`src/rtl/tlsd_pkg.sv`:
```
package tlsd_pkg;

  // Ternary decision, encoded as a two-bit two's-complement value.
  typedef enum logic [1:0] {
    TRIT_ZERO = 2'b00,
    TRIT_POS  = 2'b01,
    TRIT_NEG  = 2'b11
  } trit_e;

  // Leg drive pair {positive leg, negative leg} for a decision.
  // Zero differential parks both switches at ground.
  function automatic logic [1:0] drive_of(trit_e t);
    case (t)
      TRIT_POS: return 2'b10;
      TRIT_NEG: return 2'b01;
      default:  return 2'b00;
    endcase
  endfunction

endpackage

```
`src/rtl/tlsd_hold.sv`:
```
module tlsd_hold #(
  parameter int DW = 16
) (
  input  logic                 clk,
  input  logic                 rst_n,
  input  logic                 smp_valid,
  input  logic signed [DW-1:0] smp_data,
  output logic signed [DW-1:0] held
);

  // Sample register: updated only on a strobe, otherwise held.
  always_ff @(posedge clk or negedge rst_n) begin
    if (!rst_n) begin
      held <= '0;
    end else if (smp_valid) begin
      held <= smp_data;
    end
  end

endmodule

```
`src/rtl/tlsd_loop.sv`:
```
module tlsd_loop
  import tlsd_pkg::*;
#(
  parameter int DW = 16,
  parameter int VW = DW + 3
) (
  input  logic                 clk,
  input  logic                 rst_n,
  input  logic                 en,
  input  logic signed [DW-1:0] x,
  output trit_e                q_nxt,
  output logic signed [VW-1:0] e1_o,
  output logic signed [VW-1:0] e2_o
);

  localparam int FS  = 1 << (DW - 1);
  localparam int THR = FS / 2;
  localparam int LIM = 2 * FS - 1;
  localparam logic signed [VW-1:0] FS_V  = VW'(FS);
  localparam logic signed [VW-1:0] THR_V = VW'(THR);
  localparam logic signed [VW-1:0] LIM_V = VW'(LIM);

  // Ternary slicer with symmetric thresholds at half of full scale.
  function automatic trit_e quantize(logic signed [VW-1:0] v);
    if (v > THR_V)       return TRIT_POS;
    else if (v < -THR_V) return TRIT_NEG;
    else                 return TRIT_ZERO;
  endfunction

  // Loop value minus the fed-back decision.
  function automatic logic signed [VW-1:0] residual(logic signed [VW-1:0] v, trit_e t);
    case (t)
      TRIT_POS: return v - FS_V;
      TRIT_NEG: return v + FS_V;
      default:  return v;
    endcase
  endfunction

  // Clamp of stored error to the fixed bound.
  function automatic logic signed [VW-1:0] clamp(logic signed [VW-1:0] r);
    if (r > LIM_V)       return LIM_V;
    else if (r < -LIM_V) return -LIM_V;
    else                 return r;
  endfunction

  logic signed [VW-1:0] e_hist [2];
  logic signed [VW-1:0] x_ext;
  logic signed [VW-1:0] v_loop;
  logic signed [VW-1:0] e_new;

  assign x_ext  = {{(VW-DW){x[DW-1]}}, x};
  // Second-order error feedback: NTF = (1 - z^-1)^2.
  assign v_loop = x_ext + (e_hist[0] <<< 1) - e_hist[1];
  assign q_nxt  = quantize(v_loop);
  assign e_new  = clamp(residual(v_loop, q_nxt));

  always_ff @(posedge clk or negedge rst_n) begin
    if (!rst_n) begin
      e_hist[0] <= '0;
      e_hist[1] <= '0;
    end else if (!en) begin
      e_hist[0] <= '0;
      e_hist[1] <= '0;
    end else begin
      e_hist[1] <= e_hist[0];
      e_hist[0] <= e_new;
    end
  end

  assign e1_o = e_hist[0];
  assign e2_o = e_hist[1];

endmodule

```
`src/rtl/tlsd_legmap.sv`:
```
module tlsd_legmap
  import tlsd_pkg::*;
(
  input  logic       clk,
  input  logic       rst_n,
  input  logic       en,
  input  trit_e      q,
  output logic       leg_p,
  output logic       leg_n,
  output logic [1:0] level
);

  logic [1:0] drv;
  assign drv = drive_of(q);

  // All outputs come straight from flops, so the switch drives are glitch-free.
  always_ff @(posedge clk or negedge rst_n) begin
    if (!rst_n) begin
      leg_p <= 1'b0;
      leg_n <= 1'b0;
      level <= TRIT_ZERO;
    end else if (!en) begin
      leg_p <= 1'b0;
      leg_n <= 1'b0;
      level <= TRIT_ZERO;
    end else begin
      leg_p <= drv[1];
      leg_n <= drv[0];
      level <= q;
    end
  end

endmodule

```
`src/rtl/tlsd_mod.sv`:
```
module tlsd_mod
  import tlsd_pkg::*;
#(
  parameter int DW = 16
) (
  input  logic                 clk,
  input  logic                 rst_n,
  input  logic                 en,
  input  logic                 smp_valid,
  input  logic signed [DW-1:0] smp_data,
  output logic                 leg_p,
  output logic                 leg_n,
  output logic [1:0]           level
);

  localparam int VW  = DW + 3;
  localparam int LIM = 2 * (1 << (DW - 1)) - 1;

  logic signed [DW-1:0] x_held;
  trit_e                q_nxt;
  logic signed [VW-1:0] err1;
  logic signed [VW-1:0] err2;

  tlsd_hold #(.DW(DW)) u_hold (
    .clk       (clk),
    .rst_n     (rst_n),
    .smp_valid (smp_valid),
    .smp_data  (smp_data),
    .held      (x_held)
  );

  tlsd_loop #(.DW(DW), .VW(VW)) u_loop (
    .clk   (clk),
    .rst_n (rst_n),
    .en    (en),
    .x     (x_held),
    .q_nxt (q_nxt),
    .e1_o  (err1),
    .e2_o  (err2)
  );

  tlsd_legmap u_map (
    .clk   (clk),
    .rst_n (rst_n),
    .en    (en),
    .q     (q_nxt),
    .leg_p (leg_p),
    .leg_n (leg_n),
    .level (level)
  );

endmodule

```
`config.mk`:
```
export PLATFORM = sky130hd
export DESIGN_NAME = tlsd_mod
export DESIGN_NICKNAME = d
export VERILOG_FILES = /design/src/rtl/tlsd_pkg.sv /design/src/rtl/tlsd_hold.sv /design/src/rtl/tlsd_loop.sv /design/src/rtl/tlsd_legmap.sv /design/src/rtl/tlsd_mod.sv
export SDC_FILE = /design/constraint.sdc
export NUM_CORES = 1
export LEC_CHECK = 0
export BUFFER_PORTS_ARGS = -buffer_cell sky130_fd_sc_hd__buf_2
export CAP_MARGIN = 20
export CELL_PAD_IN_SITES_DETAIL_PLACEMENT = 0
export CELL_PAD_IN_SITES_GLOBAL_PLACEMENT = 2
export CORE_AREA = 4 4 85 119
export DETAILED_ROUTE_END_ITERATION = 6
export DIE_AREA = 0 0 89 123
export PLACE_DENSITY_LB_ADDON = 0.1
export SLEW_MARGIN = 20
export SYNTH_ARGS = -nofsm -noshare
export SYNTH_HDL_FRONTEND = slang
export SYNTH_SLANG_ARGS = --single-unit
export TNS_END_PERCENT = 100
```
`constraint.sdc`:
```
create_clock -name clk -period 8.3 [get_ports clk]
set_clock_uncertainty 0.2 [all_clocks]
set_input_delay 0.83 -clock clk [delete_from_list [all_inputs] [get_ports clk]]
set_output_delay 0.83 -clock clk [all_outputs]
set_load 0.02 [all_outputs]
```
# Yosys cells after proc, flatten, opt, wreduce, memory -nomap -nowiden
# Cells that the tools add are included.
# word_totals
regBits	58
inputBits	20
out_inout_bits	4
word_cells	26
# classes
add_sub_neg	4
magnitude_cmp	4
eq_ne	2
muxes	10
# ops
cell	n
$mux W19	2
$mux W38	1
$pmux W19 S2	1
$add A16 B19 Y19	1
$add A19 B17 Y19 const B	1
$gt A19 B16 Y1 const B	1
$gt A19 B17 Y1 const B	1
$lt A19 B15 Y1 const B	1
$lt A19 B17 Y1 const B	1
$sub A19 B17 Y19 const B	1
$sub A19 B19 Y19	1
$mux W2	3
$pmux W2 S2	1
$eq A2 B1 Y1 const B	1
$eq A2 B2 Y1 const B	1
$mux W1	2

# Logic depth before layout (Yosys ltp)
# logic_depth
word_depth	11
depth_mapped	23
mapped_depth_nobuf	22

# Hierarchy
# Synthesis repeated with hierarchy kept, for this count alone.
# hier_totals
cells_unflattened	389
area_unflattened_um2	3982.6
# by_module_without_submodules
mod	n_inst	cells_per_inst	area_each_um2	seq_area_each_um2
tlsd_loop	1	347	3204.3	950.9
tlsd_hold	1	34	649.4	400.4
tlsd_legmap	1	8	128.9	100.1

# Least setup slack after synthesis
# No wires, ideal clock.
# synth_timing
kind	reg-to-reg
startpoint	register u_loop.e_hist, in the netlist u_loop.e1_o[0]
endpoint	register u_loop.e_hist, in the netlist u_loop.e1_o[2]
setup_time_ps	141
t_arrival_ps	5056
t_required_ps	7959
path_slack_ps	2903
stages_incl_launch_ff	24
path_buffers	1
synth_period_minus_slack_ps	5397
cell_sequence	dfrtp_1 -> inv_1 -> fa_1 -> inv_1 -> ha_1 -> fa_1 -> a211oi_1 -> o21ai_1 -> a21oi_1 -> o221ai_1 -> xor2_1 -> and3b_2 -> nand2_1 -> nand2_1 -> ha_1 -> a21o_1 -> a31oi_2 -> nand3_1 -> nand2_1 -> nand3_1 -> ha_1 -> nand2b_1 -> clkbuf_1 -> o21ai_0
# synth_via
elab_chain_cells	11
elab_cells_between_ends	16
cone_classes	add/sub (4); order compare (4); eq/ne (2); mux (6)
# synth_rtl
element	line	rtl
from (decl)	tlsd_loop.sv:46	logic signed [VW-1:0] e_hist [2];
$add A16 B19 Y19 *	tlsd_loop.sv:53	assign v_loop = x_ext + (e_hist[0] <<< 1) - e_hist[1];
$sub A19 B19 Y19 *	tlsd_loop.sv:53	
$lt A19 B15 Y1	tlsd_loop.sv:26	else if (v < -THR_V) return TRIT_NEG;
$mux W2	tlsd_loop.sv:26	
$mux W2	tlsd_loop.sv:25	if (v > THR_V) return TRIT_POS;
$eq A2 B2 Y1 or $eq A2 B1 Y1 (tied branches)	tlsd_loop.sv:32	case (t)
$pmux W19 S2 *	tlsd_loop.sv:32	
$lt A19 B17 Y1	tlsd_loop.sv:42	else if (r < -LIM_V) return -LIM_V;
$mux W19	tlsd_loop.sv:42	
$mux W19 *	tlsd_loop.sv:41	if (r > LIM_V) return LIM_V;
$mux W38 *	tlsd_loop.sv:61	end else if (!en) begin
# Mark *: on every way between the ends. The rest lies on a longest branch, timed or not.
# A chain may end at the register's enable or synchronous reset.

# Worst setup path after layout
# Ends and elaborated chain as after synthesis.

==> summary.md <==
| Metric | Value |
|---|---|
| Drt first pass iters | 4 |
| Largest net degree at the start of global routing | 59 |
| Fmax | between 150 and 200 MHz |
| Critical Path AT | between 5 and 6 ns |
| Via count | between 2,000 and 3,000 |
| Yosys top cell by area | dfrtp_1 |
| CTS root buf | clkbuf_16 |
| Final max-slew violation count | 0 |
| HPWL Detailed | about 6 mm |
| Syn_area_per_cell | between 9 and 10 um2 |
| Status | finished, final reports clean |
| H-tree depth | 3 |
| DRT Wirelength | between 7 and 8 mm |
| Die area | ~0.011 mm2 |
| Post-synth ARST share | 100% |
| Final ANT Viol Nets | 0 |
| CP Max Fanout | 14 |
| Top FF cell, synth | dfrtp_1 |
| First-pass GRT wire length | ~13 mm |
| Vias in the first global route | approximately 2,700 |
| Antenna violations before repair | 0 |
| TritonCTS Buffers | 9 |
| Diode count | 0 |
| Slew @ Worst Pin | slightly above 0.9 ns |
| Unique cell type count in the Yosys netlist | 58 |
| CTS Sinks | 58 |
| Layout area overhead | 14.1% |
| Cell with the most instances after synthesis | inv_1 |
| Gr usage total | ~16% |
| Commonest cells in the synthesized netlist | inv_1 (71), dfrtp_1 (58), nand2_1 (32), nor2_1 (32), ha_1 (21) |
| Post-synth top area share | around two fifths |
| Per-cell routed wire length | about 15 um |
| Grt ovf | 0 |
| Clock-pin slew on the worst setup and hold paths | 0.05 ns |
| EDFF count, synth | 0 |
| Clk_lat worst skew | ~0.32 ns |
| CTS tree | yes |
| Max_slew headroom | between 30% and 40% |
| Req. time, crit path | between 8 and 9 ns |
| Sequential share of the synthesized area | between 30% and 40% |
| Cell row count | around 40 |
| # fillers | around 860 |
| Residual DRC | 0 |
| Fin Setup TNS | 0 ns |
| Die width | approximately 90 um |
| Storage element area | between 0.001 and 0.0015 mm2 |
| Unrepaired setup endpoints after global routing | no |
| Multi-input gate area | around 0.0020 mm2 |
| Post-Syn Instances | slightly below 400 |
| Post-CTS sizing | 0 |
| Synth warn | 0 |
| Synthesized Nets | 452 |
| Final setup fails | 0 |
| Layout net count | approximately 470 |
| Hold Vio Cnt, Final | 0 |
| Number of max-cap violations | 0 |
| Routability congestion estimate | around 0.84 |
| Initial core utilization | between 40% and 50% |
| Top cells by area, synth | dfrtp_1 (39%), fa_1 (10%), inv_1 (7.1%) |
| DRT iter0 DRCs | 78 |
| Die Height | 123 um |
| Min Clock Period, post-route | 5.95 ns |
| Worst Hold Class | flop to flop |
| Setup crit end kind | flop |
| Synthesized flop and latch total | between 50 and 60 |
| Mapped cell area | about 0.0038 mm2 |
| I/O Buffers | 23 |
| Deepest clock path buffer count | 2 |
| Startpoint Class | flop |
| Crit Path Class | flop to flop |
| Layout cells sized above 1 | 16.7% |
| Core Footprint | 0.00898 mm2 |
| Final critical-path share of the clock period | between 70 and 80% |
| Post-CTS repair timing setup buffer count | 0 |
| I/O Pins | 24 |
| Hold bufs inserted after CTS | 0 |
| Vias per cell | around 5.0 |
-- per-stage QoR --
step | util [%] | instances | area, um2 | hold WS, ns | worst slack (ns)
floorplan | - | 392 | 3760 | 0.234 | 2.90
global placement | 44.0 | 510 | 3950 | 0.239 | 2.44
detailed placement | 44.0 | 510 | 3950 | 0.241 | 2.31
CTS | 47.8 | 526 | 4290 | 0.253 | 2.29
global route | 47.8 | 526 | 4290 | 0.299 | 1.80
finish | 47.8 | 526 | 4290 | 0.252 | 2.35
-- critical path: stages (launching register included) --
cell and delay, ns:
dfrtp_1 0.32, inv_1 0.06, fa_1 0.53, inv_1 0.04, ha_1 0.23, fa_1 0.41, a211oi_1 0.39, o21ai_1 0.18
a21oi_1 0.26, o221ai_1 0.16, xor2_1 0.28, and3b_2 0.28, nand2_1 0.06, nand2_1 0.19, ha_1 0.31, a21o_1 0.20
a31oi_2 0.21, nand3_1 0.11, nand2_1 0.07, nand3_1 0.09, ha_1 0.41, nand2b_1 0.62, o21ai_0 0.19
-- layout by cell type (no fill, tap or decap), drive strengths merged, types with 2 or more instances in the layout --
cell type / instances
nor4: 2
nor3: 4
nand2: 34
o21a: 3
and2: 4
ha: 21
xnor2: 15
o21ai: 36
nand4: 7
o221ai: 2
buf: 24
o31a: 2
dfrtp: 58
o22ai: 2
o211ai: 3
and3: 5
inv: 71
nand3: 5
a211oi: 5
nand2b: 4
a21o: 2
a31oi: 2
bufinv: 2
a21oi: 18
nor2: 34
xor2: 6
clkbuf: 12
fa: 19
-- layer usage --
metal | vias to the layer above | global-route usage, % | routed length (um) | share of wire, %
met3 | 9 | 2.80 | 212 | 2.7
met2 | 35 | 27.4 | 4010 | 51
met5 | - | 0 | 0 | 0
li1 | 1321 | - | - | -
met4 | 0 | 6.70 | 132 | 1.7
met1 | 1242 | 20.6 | 3550 | 45
-- path summary, 6_finish.rpt --
| path | startpoint | cells past startpoint | endpoint | slack, ns |
|---|---|---|---|---|
| max in group asynchronous | rst_n | 2 | u_loop.e2_o[13]$_DFF_PN0_ | 6.94 |
| max | u_loop.e1_o[0]$_DFF_PN0_ | 22 | u_loop.e1_o[2]$_DFF_PN0_ | 2.35 |
| max reg2reg | u_loop.e1_o[0]$_DFF_PN0_ | 22 | u_loop.e1_o[2]$_DFF_PN0_ | 2.35 |
| min reg2reg | u_loop.e1_o[18]$_DFF_PN0_ | 1 | u_loop.e2_o[18]$_DFF_PN0_ | 0.25 |
| min in group asynchronous | rst_n | 2 | u_hold.held[0]$_DFFE_PN0P_ | 0.46 |
| min | u_loop.e1_o[18]$_DFF_PN0_ | 1 | u_loop.e2_o[18]$_DFF_PN0_ | 0.25 |
-- flip-flops by register name (all words and copies together) (netlist names) --
name         count
u_loop.e1_o     19
u_loop.e2_o     19
u_hold.held     16
u_map.level      2
u_map.leg_n      1
u_map.leg_p      1
-- cells by family after synthesis --
kind of cell | Yosys count | synth area share, %
adder cells (fa/ha/maj) | 40 | 17.1
AO/OA/AOI/OAI | 82 | 15.5
buffers and inverters | 84 | 8.81
XOR/XNOR | 21 | 5.09
AND/OR/NAND/NOR | 106 | 14.6
flip-flops | 58 | 38.6
multiplexers | 1 | 0.266
-- final cells by class --
| class | instances | share of cell area [%] |
|---|---|---|
| flip-flops and latches | 58 | 33.8 |
| clock inverters | 4 | 1.69 |
| clock buffers | 12 | 6.21 |
| inverters | 71 | 6.21 |
| well taps | 107 | 3.12 |
| repair buffers | 24 | 2.86 |
| multi-input cells | 250 | 46.1 |
Power is left out: the tool's default activity adds up to more than one toggle a clock period on the data nets, which glitch-free logic cannot reach.
